--- src/rtl/alu_stg_pkg.sv ---
package alu_stg_pkg;
  localparam int XLEN   = 64;
  localparam int HLEN   = 32;
  localparam int KIND_W = 3;
  localparam int LEN_W  = 4;
  localparam int CR_W   = 4;
  localparam int CR_MATCH = 2;
  localparam int CR_SUMOV = 0;

  typedef enum logic [KIND_W-1:0] {
    K_NONE     = 3'd0,
    K_ADD      = 3'd1,
    K_SIGNX    = 3'd2,
    K_CMPADD   = 3'd3,
    K_BYTEFIND = 3'd4
  } kind_e;

  // full-width add with carry, carry-out in the top bit
  function automatic logic [XLEN:0] wide_add(input logic [XLEN-1:0] a,
                                             input logic [XLEN-1:0] b,
                                             input logic cin);
    return {1'b0, a} + {1'b0, b} + {{XLEN{1'b0}}, cin};
  endfunction

  // carry out of the low half sum
  function automatic logic half_carry(input logic [XLEN-1:0] a,
                                      input logic [XLEN-1:0] b,
                                      input logic cin);
    logic [HLEN:0] s;
    s = {1'b0, a[HLEN-1:0]} + {1'b0, b[HLEN-1:0]} + {{HLEN{1'b0}}, cin};
    return s[HLEN];
  endfunction

  // signed overflow: operands agree in sign, result does not
  function automatic logic sign_ovf(input logic sa, input logic sb, input logic sr);
    return (sa == sb) && (sr != sa);
  endfunction
endpackage

--- src/rtl/alu_adder.sv ---
module alu_adder
  import alu_stg_pkg::*;
#(
  parameter int W = XLEN,
  parameter int H = HLEN
) (
  input  logic [W-1:0] a,
  input  logic [W-1:0] b,
  input  logic         cin,
  output logic [W-1:0] sum,
  output logic         co_full,
  output logic         co_half,
  output logic         ov_full,
  output logic         ov_half
);
  logic [W:0] total;

  assign total   = wide_add(a, b, cin);
  assign sum     = total[W-1:0];
  assign co_full = total[W];
  assign co_half = half_carry(a, b, cin);
  assign ov_full = sign_ovf(a[W-1], b[W-1], total[W-1]);
  assign ov_half = sign_ovf(a[H-1], b[H-1], total[H-1]);
endmodule

--- src/rtl/alu_signx.sv ---
module alu_signx
  import alu_stg_pkg::*;
#(
  parameter int W     = XLEN,
  parameter int LW    = LEN_W,
  parameter int NSIZE = 3
) (
  input  logic [W-1:0]  a,
  input  logic [LW-1:0] len,
  output logic [W-1:0]  res
);
  logic [W-1:0] ext [NSIZE];

  for (genvar g = 0; g < NSIZE; g++) begin : g_size
    localparam int KB = 8 << g;
    assign ext[g] = {{(W-KB){a[KB-1]}}, a[KB-1:0]};
  end

  always_comb begin
    res = a;
    for (int g = 0; g < NSIZE; g++) begin
      if (len == LW'(1 << g)) res = ext[g];
    end
  end
endmodule

--- src/rtl/alu_bytefind.sv ---
module alu_bytefind
  import alu_stg_pkg::*;
#(
  parameter int W = XLEN,
  localparam int NB = W / 8
) (
  input  logic [7:0]   key,
  input  logic [W-1:0] hay,
  output logic [NB-1:0] hits,
  output logic         found
);
  for (genvar i = 0; i < NB; i++) begin : g_lane
    assign hits[i] = (hay[i*8 +: 8] == key);
  end
  assign found = |hits;
endmodule

--- src/rtl/alu_stage.sv ---
module alu_stage
  import alu_stg_pkg::*;
#(
  parameter int W  = XLEN,
  parameter int H  = HLEN,
  parameter int KW = KIND_W,
  parameter int LW = LEN_W,
  parameter int CW = CR_W
) (
  input  logic [W-1:0]  a_i,
  input  logic [W-1:0]  b_i,
  input  logic [1:0]    ca_i,
  input  logic          so_i,
  input  logic [KW-1:0] op_kind_i,
  input  logic [LW-1:0] op_len_i,
  output logic [W-1:0]  result_o,
  output logic [1:0]    ca_o,
  output logic [1:0]    ov_o,
  output logic [CW-1:0] cr_o,
  output logic [KW-1:0] op_kind_o,
  output logic [LW-1:0] op_len_o
);
  localparam int NB = W / 8;

  kind_e        kind;
  logic         is_add;
  logic         add_cin;
  logic [W-1:0] add_sum;
  logic         add_co_full, add_co_half, add_ov_full, add_ov_half;
  logic [W-1:0] sx_res;
  logic [NB-1:0] byte_hits;
  logic         byte_found;
  wire          ca32_in_unused = ca_i[1];

  assign kind    = kind_e'(op_kind_i);
  assign is_add  = (kind == K_ADD);
  assign add_cin = is_add & ca_i[0];

  alu_adder #(.W(W), .H(H)) u_adder (
    .a(a_i), .b(b_i), .cin(add_cin), .sum(add_sum),
    .co_full(add_co_full), .co_half(add_co_half),
    .ov_full(add_ov_full), .ov_half(add_ov_half)
  );

  alu_signx #(.W(W), .LW(LW)) u_signx (
    .a(a_i), .len(op_len_i), .res(sx_res)
  );

  alu_bytefind #(.W(W)) u_bytefind (
    .key(a_i[7:0]), .hay(b_i), .hits(byte_hits), .found(byte_found)
  );

  always_comb begin
    result_o = '0;
    ca_o     = '0;
    ov_o     = '0;
    cr_o     = '0;
    unique case (kind)
      K_ADD: begin
        result_o         = add_sum;
        ca_o             = {add_co_half, add_co_full};
        ov_o             = {add_ov_half, add_ov_full};
        cr_o[CR_SUMOV]   = so_i;
      end
      K_SIGNX:  result_o = sx_res;
      K_CMPADD: begin
        result_o         = add_sum;
        cr_o[CR_SUMOV]   = so_i;
      end
      K_BYTEFIND: cr_o[CR_MATCH] = byte_found;
      default: ;
    endcase
  end

  assign op_kind_o = op_kind_i;
  assign op_len_o  = op_len_i;

  // checks over the port values, next to the output mux
  always_comb begin
    logic real_hit;
    real_hit = 1'b0;
    for (int i = 0; i < NB; i++) begin
      if (b_i[i*8 +: 8] == a_i[7:0]) real_hit = 1'b1;
    end
    if (op_kind_i == 3'd1) begin
      assert_add_sum_R1: assert ({ca_o[0], result_o} ==
        ({1'b0, a_i} + {1'b0, b_i} + {{W{1'b0}}, ca_i[0]}));
      assert_ov_full_R3: assert (!ov_o[0] ||
        (a_i[W-1] == b_i[W-1] && result_o[W-1] != a_i[W-1]));
      assert_ov_half_R4: assert (!ov_o[1] ||
        (a_i[H-1] == b_i[H-1] && result_o[H-1] != a_i[H-1]));
    end
    if (op_kind_i == 3'd2 && op_len_i == 4'd1) begin
      assert_signx_byte_R5: assert (result_o[W-1:8] == {(W-8){a_i[7]}}
                                    && result_o[7:0] == a_i[7:0]);
    end
    if (op_kind_i == 3'd4) begin
      assert_match_real_R7: assert (cr_o[2] == real_hit);
    end
    if (op_kind_i == 3'd0 || op_kind_i > 3'd4) begin
      assert_idle_zero_R10: assert (result_o == '0 && ca_o == '0 &&
                                    ov_o == '0 && cr_o == '0);
    end
  end
endmodule

--- config.mk ---
export PLATFORM = sky130hd
export DESIGN_NAME = alu_stage
export DESIGN_NICKNAME = d
export VERILOG_FILES = /design/src/rtl/alu_stg_pkg.sv /design/src/rtl/alu_adder.sv /design/src/rtl/alu_signx.sv /design/src/rtl/alu_bytefind.sv /design/src/rtl/alu_stage.sv
export SDC_FILE = /design/constraint.sdc
export NUM_CORES = 1
export LEC_CHECK = 0
export ABC_AREA = 1
export BUFFER_PORTS_ARGS = -buffer_cell sky130_fd_sc_hd__buf_4
export CAP_MARGIN = 20
export CELL_PAD_IN_SITES_DETAIL_PLACEMENT = 1
export CELL_PAD_IN_SITES_GLOBAL_PLACEMENT = 1
export CORE_MARGIN = 2
export CORE_UTILIZATION = 35
export DETAILED_ROUTE_END_ITERATION = 10
export PLACE_DENSITY = 0.87
export SYNTH_ARGS = -nofsm -noshare
export SYNTH_HDL_FRONTEND = slang
export SYNTH_SLANG_ARGS = --single-unit
--- constraint.sdc ---
create_clock -name vclk -period 4.4
set_input_delay 0.66 -clock vclk [all_inputs]
set_output_delay 0.66 -clock vclk [all_outputs]
set_load 0.02 [all_outputs]
==> reports/results.tsv <==
metric	value	unit
status	completed	
placed cell area	9990	sq um
die area	24500	sq um
# diodes	0	
synth top area cells	nand2_1 35%, inv_1 16%, ha_1 9.9%, nor2_1 7.2%, a21oi_1 5.4%	
CP Max Fanout	4	
Worst Path Required	3740	ps
Worst Tran Pin Value	661	ps
Mapped Area	8130	sq um
YS warnings	0	
Synth top cells by count	757 x nand2_1, 350 x inv_1, 155 x nor2_1, 88 x a21oi_1, 88 x nand3_1	
count of clock buffers in the final design	0	
FF/Latch Area	0	sq um
largest net degree at the start of global routing	35	
DR vias/cell	5.27	
Hold Crit Class	primary input to output port	
Worst Setup End Kind	output port	
Cells after Synth	1764	
WS Path Type	primary input to output port	
setup TNS	0	ps
first-pass GRT wire length	66.2	mm
Hold Path Cell Cnt	2	
Synth top area share	35.0	%
vias in the first global route	11800	
Synth Area in XOR/XNOR	4.42	%
share of layout cells above drive strength 1	14.0	%
Peak Freq	0.240	GHz
DRC viols	0	
post-DR wirelength/cell	20.1	um
Rows	55	
Synth Area in Adders	10.3	%
leading area contributor after synthesis	nand2_1	
hold_sp	op_kind_i[2]	
Final min period	4160	ps
CP startpoint	op_kind_i[2]	
Fin. Hold Viols	0	
max cap viols	0	
overall power	1.41	mW
Distinct cells, synth	40	
nets	2155	
Final Slew Violations	0	
final instance area	10000	sq um
fin crit share	94.6	%
Slew headroom	55.9	%
initial antenna violation count	0	
RSZ-0062 raised after global routing	no	
fill cell count	3547	
Critical Path Source Type	primary input	
I/O Buffers	214	
P per Cell Area	141	nW/um^2
Initial Util	35.8	%
Pleak	6.41	nW
Routed Antenna Nets	0	
Die H	156	um
routed via count	11800	
Post-CTS Setup Bufs	0	
sequential area share after synthesis	0	%
drt first pass iters	5	
RD Place Congestion	1.05	
WHS	1560	ps
drt total wl	44.9	mm
count leader, synth	nand2_1	
Synth Area in Compound Gates	11.1	%
simple-gate share of the synthesized area	55.0	%
post-cts resize count	0	
post-synthesis mux area share	0	%
total grt overflow	0	
main combinational cell family by area after synthesis	simple AND/OR/NAND/NOR gates	
hold-fix buffers at CTS	0	
GRT Resource Usage Total	35.7	%
drt initial violations	564	
Final setup viols	0	
VDD IR-drop max	0.0000541	V
FF+latch count	0	
Core ar.	22700	sq um
HPWL after DPL	39.7	mm
Die Span X	156	um
critical path data arrival time	3500	ps
Mean Syn Cell Area	4.61	sq um
area grow syn2layout	23.0	%
# IOs	217	
critical path, stage by stage:
cell	delay [ps]
buf_4	120
nor3_2	150
buf_4	190
nand2_1	80
fa_1	410
fa_2	420
inv_1	100
nand3_1	80
nand2_1	170
nand2_1	80
nand2_2	130
nand2_1	80
nand3_1	170
nand3_1	150
nand2_1	100
nand2_1	50
nand3_1	120
nand2_1	70
buf_4	160
cells in the final DEF, fill, tap and decap left out, types with 2 or more instances in the layout:
master / netlist / layout
conb_1: 1 / 2
buf_4: 14 / 221
xor2_1: 30 / 30
nor3_1: 13 / 13
o32ai_1: 2 / 2
nand2_1: 757 / 755
nand2_2: 3 / 5
inv_1: 350 / 350
xnor2_1: 11 / 11
and3_1: 2 / 2
or2_2: 21 / 21
nor4_4: 2 / 2
and2_1: 2 / 2
o22ai_1: 9 / 9
nand4_1: 19 / 19
nor2_2: 1 / 2
nor2_1: 155 / 154
nand3_1: 88 / 88
o21ai_0: 60 / 60
inv_2: 7 / 7
nand2_4: 3 / 3
nand3_2: 3 / 3
nor4_1: 15 / 15
o21ai_1: 7 / 7
a21oi_1: 88 / 88
ha_1: 64 / 64
through the flow:
step / setup slack [ps] / std cells / utilization [%]
floorplan: 617 / 1765 / -
global placement: 223 / 2233 / 43.9
detailed placement: 175 / 2234 / 44.0
CTS: 161 / 2234 / 44.0
global route: 30.1 / 2234 / 44.0
finish: 237 / 2234 / 44.0
path summary, 6_finish.rpt:
| path | slack [ps] | endpoint |
|---|---|---|
| min | 1560 | op_kind_o[2] |
| max | 240 | result_o[56] |
cell families after synthesis:
| group | Yosys count |
|---|---|
| AOI/OAI and AO/OA | 172 |
| xor gates and xnor gates | 41 |
| adders and majority gates | 66 |
| buffers and inverters | 396 |
| other | 1 |
| and+or+nand+nor | 1088 |
area by class of cell:
cell class	instances	area (sq um)	share of cell area, %
repair buffers	223	1710	17.1
well taps	285	357	3.57
inverters	357	1340	13.4
multi-input cells	1369	6590	66.0
routing by layer:
metal,share of wire [%],GRT usage [%]
met1,40,41.7
met3,6.1,3.38
met4,6.4,19.1
met2,48,64.3
met5,0,0
report_power, final:
group / internal (mW) / total (mW) / leakage (nW) / switching, mW
clock: 0 / 0 / 0 / 0
combinational: 0.479 / 1.41 / 6.41 / 0.927
sequential: 0 / 0 / 0 / 0
total: 0.479 / 1.41 / 6.41 / 0.927
Note: power is estimated with default switching activity, not from simulation.
